`src/rtl/xform_edge_unit.sv`:
```
module xform_edge_unit #(
  parameter int DW = 12,
  parameter int AW = 9,
  parameter int BLK = 64,
  parameter int AUX_LEAD = 4
) (
  input  logic          clk,
  input  logic          rst_n,
  input  logic          blk_start,
  input  logic [2:0]    mode_in,
  input  logic [DW-1:0] din,
  input  logic [AW-1:0] aux_in,
  output logic [DW-1:0] pre_out,
  input  logic          res_start,
  input  logic [2:0]    res_mode,
  input  logic [DW-1:0] xf_res,
  output logic [DW-1:0] dout
);
  localparam int LW = DW - AW;
  localparam int CW = $clog2(BLK);
  localparam logic [CW-1:0] LAST = CW'(BLK - 1);
  localparam logic [2:0] M_FWD      = 3'b000;
  localparam logic [2:0] M_FWD_SUB  = 3'b100;
  localparam logic [2:0] M_INV      = 3'b001;
  localparam logic [2:0] M_INV_ADD  = 3'b101;
  localparam logic [2:0] M_INV_CLIP = 3'b111;
  localparam logic [2:0] M_FILT     = 3'b010;
  localparam logic [2:0] M_TRN      = 3'b011;
  localparam logic [AW-1:0] SMAX = {1'b0, {(AW-1){1'b1}}};
  localparam logic [AW-1:0] SMIN = {1'b1, {(AW-1){1'b0}}};

  function automatic logic [AW-1:0] sat(input logic [AW:0] v);
    if (v[AW] != v[AW-1]) return v[AW] ? SMIN : SMAX;
    return v[AW-1:0];
  endfunction

  function automatic logic [AW-1:0] clip(input logic [AW-1:0] v);
    return v[AW-1] ? '0 : v;
  endfunction

  // input side
  logic [CW-1:0] i_cnt;
  logic [2:0]    i_mode, i_sel;
  logic          i_take, i_live;
  logic [AW-1:0] d9;
  logic [AW:0]   diff;
  logic [DW-1:0] pre_nx;

  assign i_take = blk_start && (i_cnt == '0);
  assign i_live = i_take || (i_cnt != '0);
  assign i_sel  = i_take ? mode_in : i_mode;
  assign d9     = din[DW-1:LW];
  assign diff   = {d9[AW-1], d9} - {aux_in[AW-1], aux_in};

  always_comb begin
    case (i_sel)
      M_FWD_SUB:            pre_nx = {sat(diff), {LW{1'b0}}};
      M_FWD, M_FILT, M_TRN: pre_nx = {d9, {LW{1'b0}}};
      default:              pre_nx = din;
    endcase
  end

  always_ff @(posedge clk or negedge rst_n) begin
    if (!rst_n) begin
      i_cnt   <= '0;
      i_mode  <= M_FWD;
      pre_out <= '0;
    end else begin
      if (i_take) begin
        i_cnt  <= LAST;
        i_mode <= mode_in;
      end else if (i_cnt != '0) begin
        i_cnt <= i_cnt - CW'(1);
      end
      pre_out <= i_live ? pre_nx : '0;
    end
  end

  // output side
  logic [CW-1:0] o_cnt;
  logic [2:0]    o_mode, o_sel, m_q;
  logic          o_take, o_live, v_q;
  logic [DW-1:0] r_q, post_nx;
  logic [AW-1:0] aux_d [AUX_LEAD];
  logic [AW-1:0] r9, a9, add_s;
  logic [AW:0]   sum;

  assign o_take = res_start && (o_cnt == '0);
  assign o_live = o_take || (o_cnt != '0);
  assign o_sel  = o_take ? res_mode : o_mode;

  always_ff @(posedge clk or negedge rst_n) begin
    if (!rst_n) aux_d[0] <= '0;
    else        aux_d[0] <= aux_in;
  end

  for (genvar k = 1; k < AUX_LEAD; k++) begin : g_aux
    always_ff @(posedge clk or negedge rst_n) begin
      if (!rst_n) aux_d[k] <= '0;
      else        aux_d[k] <= aux_d[k-1];
    end
  end

  assign r9    = r_q[DW-1:LW];
  assign a9    = aux_d[AUX_LEAD-1];
  assign sum   = {r9[AW-1], r9} + {a9[AW-1], a9};
  assign add_s = sat(sum);

  always_comb begin
    case (m_q)
      M_INV, M_FILT, M_TRN: post_nx = {r9, {LW{1'b0}}};
      M_INV_ADD:            post_nx = {clip(add_s), {LW{1'b0}}};
      M_INV_CLIP:           post_nx = {clip(r9), {LW{1'b0}}};
      default:              post_nx = r_q;
    endcase
  end

  always_ff @(posedge clk or negedge rst_n) begin
    if (!rst_n) begin
      o_cnt  <= '0;
      o_mode <= M_FWD;
      m_q    <= M_FWD;
      v_q    <= 1'b0;
      r_q    <= '0;
      dout   <= '0;
    end else begin
      if (o_take) begin
        o_cnt  <= LAST;
        o_mode <= res_mode;
      end else if (o_cnt != '0) begin
        o_cnt <= o_cnt - CW'(1);
      end
      v_q  <= o_live;
      m_q  <= o_sel;
      r_q  <= xf_res;
      dout <= v_q ? post_nx : '0;
    end
  end
endmodule

```
`config.mk`:
```
export PLATFORM = sky130hd
export DESIGN_NAME = xform_edge_unit
export DESIGN_NICKNAME = d
export VERILOG_FILES = /design/src/rtl/xform_edge_unit.sv
export SDC_FILE = /design/constraint.sdc
export NUM_CORES = 1
export LEC_CHECK = 0
export BUFFER_PORTS_ARGS = -buffer_cell sky130_fd_sc_hd__buf_4
export CELL_PAD_IN_SITES_DETAIL_PLACEMENT = 1
export CELL_PAD_IN_SITES_GLOBAL_PLACEMENT = 2
export CORE_ASPECT_RATIO = 1.2
export CORE_UTILIZATION = 33
export CTS_CLUSTER_DIAMETER = 60
export DETAILED_ROUTE_END_ITERATION = 10
export HOLD_SLACK_MARGIN = 0.1
export PLACE_DENSITY_LB_ADDON = 0.1
export SLEW_MARGIN = 10
export SYNTH_ARGS = -nofsm -noshare
export SYNTH_HDL_FRONTEND = slang
export SYNTH_SLANG_ARGS = --single-unit
```
`constraint.sdc`:
```
create_clock -name clk -period 2.29 [get_ports clk]
set_input_delay 0.229 -clock clk [delete_from_list [all_inputs] [get_ports clk]]
set_output_delay 0.229 -clock clk [all_outputs]
set_load 0.05 [all_outputs]
```
# Word-level counts from Yosys, hierarchy flattened
# Index checks and enable logic that the tools add are counted.
# Widths: inputs -> output; s select.
# totals
output_inout_bits,24
regBits,91
inputBits,43
wordCells,59
# classes
reduce_logical,13
n_addsub,4
mux,20
n_eq_ne,10
# ops
op,n
$mux 9,6
$pmux 12 s3,1
$mux 12,2
$mux 6,4
$pmux 12 s2,1
$mux 8,2
$eq 3x2->1 const B,4
$logic_not 6->1,2
$reduce_bool 6->1,2
$sub 6x1->6 const B,2
$add 9x9->10,1
$sub 9x9->10,1
$eq 3x3->1 const B,3
$reduce_or 3->1,2
$reduce_bool 2->1,2
$eq 3x1->1 const B,1
$logic_not 3->1,1
$mux 1,3
$mux 3,1
$logic_and 1x1->1,2
$logic_or 1x1->1,2
$ne 1x1->1,2

# Longest topological paths before layout
# depth
ltp_word,8
depth_mapped,12

# Worst setup path before layout
# OpenSTA, ideal clock, no wires.
# synth_timing
path_kind,register to register
startpoint,register r_q[3]
endpoint,register dout[10]
t_required_ns,2.206
n_path_buf,0
synth_period_minus_slack_ns,2.206
setup_time_ns,0.084
path_slack_ns,0.084
arrival_ns,2.122
stages_incl_launch_ff,9
cell_sequence,dfrtp_1 > ha_1 > fa_1 > a21oi_1 > o211ai_1 > o41ai_1 > xnor2_1 > o21ai_0 > a21boi_0
# synth_via
elab_chain_cells,7
elab_cells_between_ends,9
# synth_rtl
item,line_no,text
from (decl),83,"logic [DW-1:0] r_q, post_nx;"
from (signal assigned),135,r_q <= xf_res;
$add 9x9->10 *,106,"assign sum = {r9[AW-1], r9} + {a9[AW-1], a9};"
$mux 9 / $ne 1x1->1 (equally long branches),33,if (v[AW] != v[AW-1]) return v[AW] ? SMIN : SMAX;
$mux 9 / $mux 1 (equally long branches),33,
$mux 9 *,34,return v[AW-1:0];
$mux 8 *,38,return v[AW-1] ? '0 : v;
$pmux 12 s3 *,110,case (m_q)
$mux 12 *,136,dout <= v_q ? post_nx : '0;
to (signal assigned),136,
to (decl),17,output logic [DW-1:0] dout
# Every way passes the cells marked *; elsewhere a longest branch is shown, timed or not. The select of a mux whose other input is x is not followed.
# A chain may end at the register's enable or synchronous reset.

# Final worst setup path
# layout_timing
startpoint,input port aux_in[7]
endpoint,register pre_out[3]
# layout_via
elab_chain_cells,7
elab_cells_between_ends,9
# layout_rtl
item,line_no,text
from (decl),12,"input logic [AW-1:0] aux_in,"
$sub 9x9->10 *,53,"assign diff = {d9[AW-1], d9} - {aux_in[AW-1], aux_in};"
$ne 1x1->1,33,
$mux 1,33,
$mux 1,56,case (i_sel)
$mux 9 *,34,
$pmux 12 s2 *,56,
$mux 12 *,75,pre_out <= i_live ? pre_nx : '0;
to (signal assigned),75,
to (decl),13,"output logic [DW-1:0] pre_out,"
# Marks and branches as above.

==> impl_results.md <==
* First drt pass iteration count at 4
* Critical Path Start: aux_in[7]
* Pwr per Cell Area at 1020 nW/um^2
* Max frequency at 464 MHz
* Initial antenna violation count at 0
* Die height at 122 um
* Cell count after synthesis at 344
* R2r endpoint: dout[10]
* Register area share after synthesis at 57.8%
* Least-Margin Pin Slew at 617 ps
* Status: finished clean
* Total CTS buffers at 9
* H-tree depth at 3
* Final Core Density at 45.5%
* Layout area overhead at 34.1%
* Grt total ovfl at 0
* Longest Clk Path Bufs at 2
* Chip width at 102 um
* Gr usage total at 15.9%
* Hold Crit Class: in2reg
* DR vias/cell at 4.71
* Worst reg2reg setup slack at 140 ps
* Num ports at 67
* Slew HR at 58.8%
* Initial core utilization at 33.9%
* Vias at 2,888
* CP endpoint: pre_out[3]
* Mux contribution to synthesized area at 2.44%
* CP startpoint kind: input pin
* Final Skew at 4.51 ps
* Clock latency on the worst-skew pair at 340 ps
* Fillers at 1,299
* R2R cell count at 8
* Iteration-0 DRC Markers at 122
* Slew Limit Fails at 0
* Detailed Route WL at 8710 um
* Synth top area cells: dfrtp_1, ha_1, a21oi_1, nor2_1, o21ai_0
* Post-DP Area at 4720 um^2
* Final ANT Viol Nets at 0
* Compound-Gate Fraction of Synth Area at 15.1%
* Design Area, Final at 5290 um^2
* Main combinational cell family by area after synthesis: compound AO/OA/AOI/OAI gates
* Synth warn at 0
* Die area at 12,400 um^2
* Port bufs at 66
* First-pass GRT wire length at 14,700 um
* Synth Area in Adders at 7.68%
* Vias in the first global route at 3,122
* Synth Area in XOR/XNOR at 3.33%
* Fin. Hold Viols at 0
* Max incr delay on CP at 530 ps
* Worst-path maximum fanout at 5
* P_leak at 2.47 nW
* Simple-Gate Fraction of Synth Area at 10.5%
* Critical path type: in2reg
* Hold_ws at 112 ps
* Top cell type's share of synthesized area at 57.8%
* Post-synth ARST share at 100%
* # Max-Cap Violations at 0
* Largest net degree at the start of global routing at 53
* Row count at 43
* CTS root buf: clkbuf_16
* Yosys cell types at 48
* CTS sink cnt at 91
* Crit path cell chain: dlygate4sd3_1 > buf_4 > inv_1 > ha_1 > a21oi_2 > o21ai_0 > and2_2 > a41oi_2 > o2111ai_1 > o2bb2ai_1
* WP data required at 2550 ps
* Number of synthesized flops with an enable pin at 0
* Max IR drop VDD at 0.375 mV
* # DRC at 0
* Synthesized area per cell at 11.5 um^2
* Clock slew at the register clock pins of the worst setup and hold paths at 60 ps
* Antenna diode count at 0
* Synth Register Bits at 91
* Core Footprint at 11,600 um^2
* Primary FF master, synth: dfrtp_1
* Post-layout min period at 2160 ps
* Post-Syn Area at 3940 um^2
* Post-Syn Nets at 410
* Layout cells sized above 1 at 25.7%
* Slowest CP cell: dlygate4sd3_1
* Tcrit/Tclk final at 94.2%
* Crit. End Element: flip-flop
* RSZ-0062 raised after global routing: true
* Final RePlAce weighted congestion at 0.813
* R2r startpoint: r_q[3]
* CP arrival at 2410 ps
* Wire per inst at 14.2 um
* TritonCTS clock tree: built
* Final setup violation count at 0
* Area leader, netlist: dfrtp_1
* DP HPWL at 6760 um
* Number of nets in the layout at 517
metrics by stage:
| stage | std cells | worst slack, ps | power [mW] | setup TNS (ps) |
|---|---|---|---|---|
| floorplan | 344 | 83.7 | 3.28 | 0 |
| global placement | 576 | -147 | 3.81 | -1230 |
| detailed placement | 576 | -233 | 3.85 | -1940 |
| CTS | 613 | 2.64 | 5.49 | 0 |
| global route | 613 | -4.23 | 5.75 | -4.23 |
| finish | 613 | 133 | 5.41 | 0 |
per-layer routing:
layer / GRT usage [%] / vias up / part of all wire [%]
li1: - / 1415 / -
met4: 7.52 / 0 / 2.5
met1: 17.8 / 1412 / 41
met3: 3.21 / 15 / 3.1
met2: 28.5 / 46 / 53
met5: 0 / - / 0
flip-flops by register name, indices dropped and copies added, names as in the netlist:
signal   cells
a9           9
dout        12
r_q         12
o_cnt        6
aux_d       27
v_q          1
i_cnt        6
i_mode       3
pre_out     12
m_q          3
power by group:
part | internal [mW] | switching (mW)
logic | 0.697 | 1.04
registers | 1.92 | 0.188
clock network | 0.957 | 0.600
total | 3.58 | 1.83
cell usage after synthesis (4+ instances only):
master,n
a31oi_1,5
o2bb2ai_1,7
inv_1,26
mux2_2,5
xnor2_1,10
nand3_1,7
a211oi_1,4
and3_1,5
a21boi_0,8
a21o_1,5
dfrtp_1,91
ha_1,21
nand2_1,24
and2_1,4
nor2_1,28
nor3_1,10
o21ai_0,21
xor2_1,5
a21oi_1,21
worst min path at each step:
| stage | start | end | slack [ps] | cells past startpoint |
|---|---|---|---|---|
| final | din[10] | pre_out[10] | 110 | 2 |
| after global routing | aux_in[0] | aux_d[27] | 100 | 2 |
| after global placement | rst_n | i_mode[1] | 250 | 1 |
| after floorplan | rst_n | a9[0] | -70 | 0 |
| after detailed placement | rst_n | i_mode[0] | 260 | 1 |
| after CTS | din[9] | pre_out[9] | 100 | 2 |
placed cells by master (no fill, tap or decap), types with 2 or more instances in the layout:
cell type,instances
mux2_2,5
and3_1,5
a21o_1,5
xor2_1,5
bufinv_16,2
nor3_1,10
clkinvlp_4,2
dfrtp_1,91
a21oi_1,19
o2bb2ai_1,6
clkbuf_16,9
nand2_1,24
o21ai_0,13
o21bai_1,2
a31oi_1,5
xnor2_1,9
inv_1,26
nand2b_1,2
o211ai_1,3
o2111ai_1,3
nand3_1,7
nor2_1,28
ha_1,20
a21oi_2,3
dlygate4sd3_1,21
and2_1,3
mux2_4,2
a211oi_1,4
a21boi_1,8
buf_4,78
o21ai_1,8
worst max-delay path, delay by kind of cell:
family,cells,cell delay (ps)
AOI/OAI and AO/OA,5,920
buffers and inverters,3,680
adders and majority gates,1,330
and+or+nand+nor,1,260
cells by family after synthesis:
group | count (synthesis)
mux | 8
fa+ha+maj | 23
compound gates | 89
simple gates | 88
flops | 91
buf+inv | 30
xor+xnor | 15
repair_timing:
action                                  in CTS  in global routing
gates cloned                                 0                  0
endpoints found under the setup margin       8                 16
hold buffers                                21                  0
gates resized for setup                     18                  7
hold endpoints to repair                    59                  0
pin swaps                                    8                  9
setup buffers                                0                  0
area by class of cell:
cell class / instances / area (um^2) / share of cell area, %
clock buffer: 10 / 229 / 4.33
clock inverter: 6 / 88.8 / 1.68
multi-input combinational: 223 / 1580 / 29.9
inverter: 26 / 97.6 / 1.85
tap: 157 / 196 / 3.72
timing repair buffer: 100 / 816 / 15.4
sequential: 91 / 2280 / 43.1
Power figures use the tool's default switching activity.
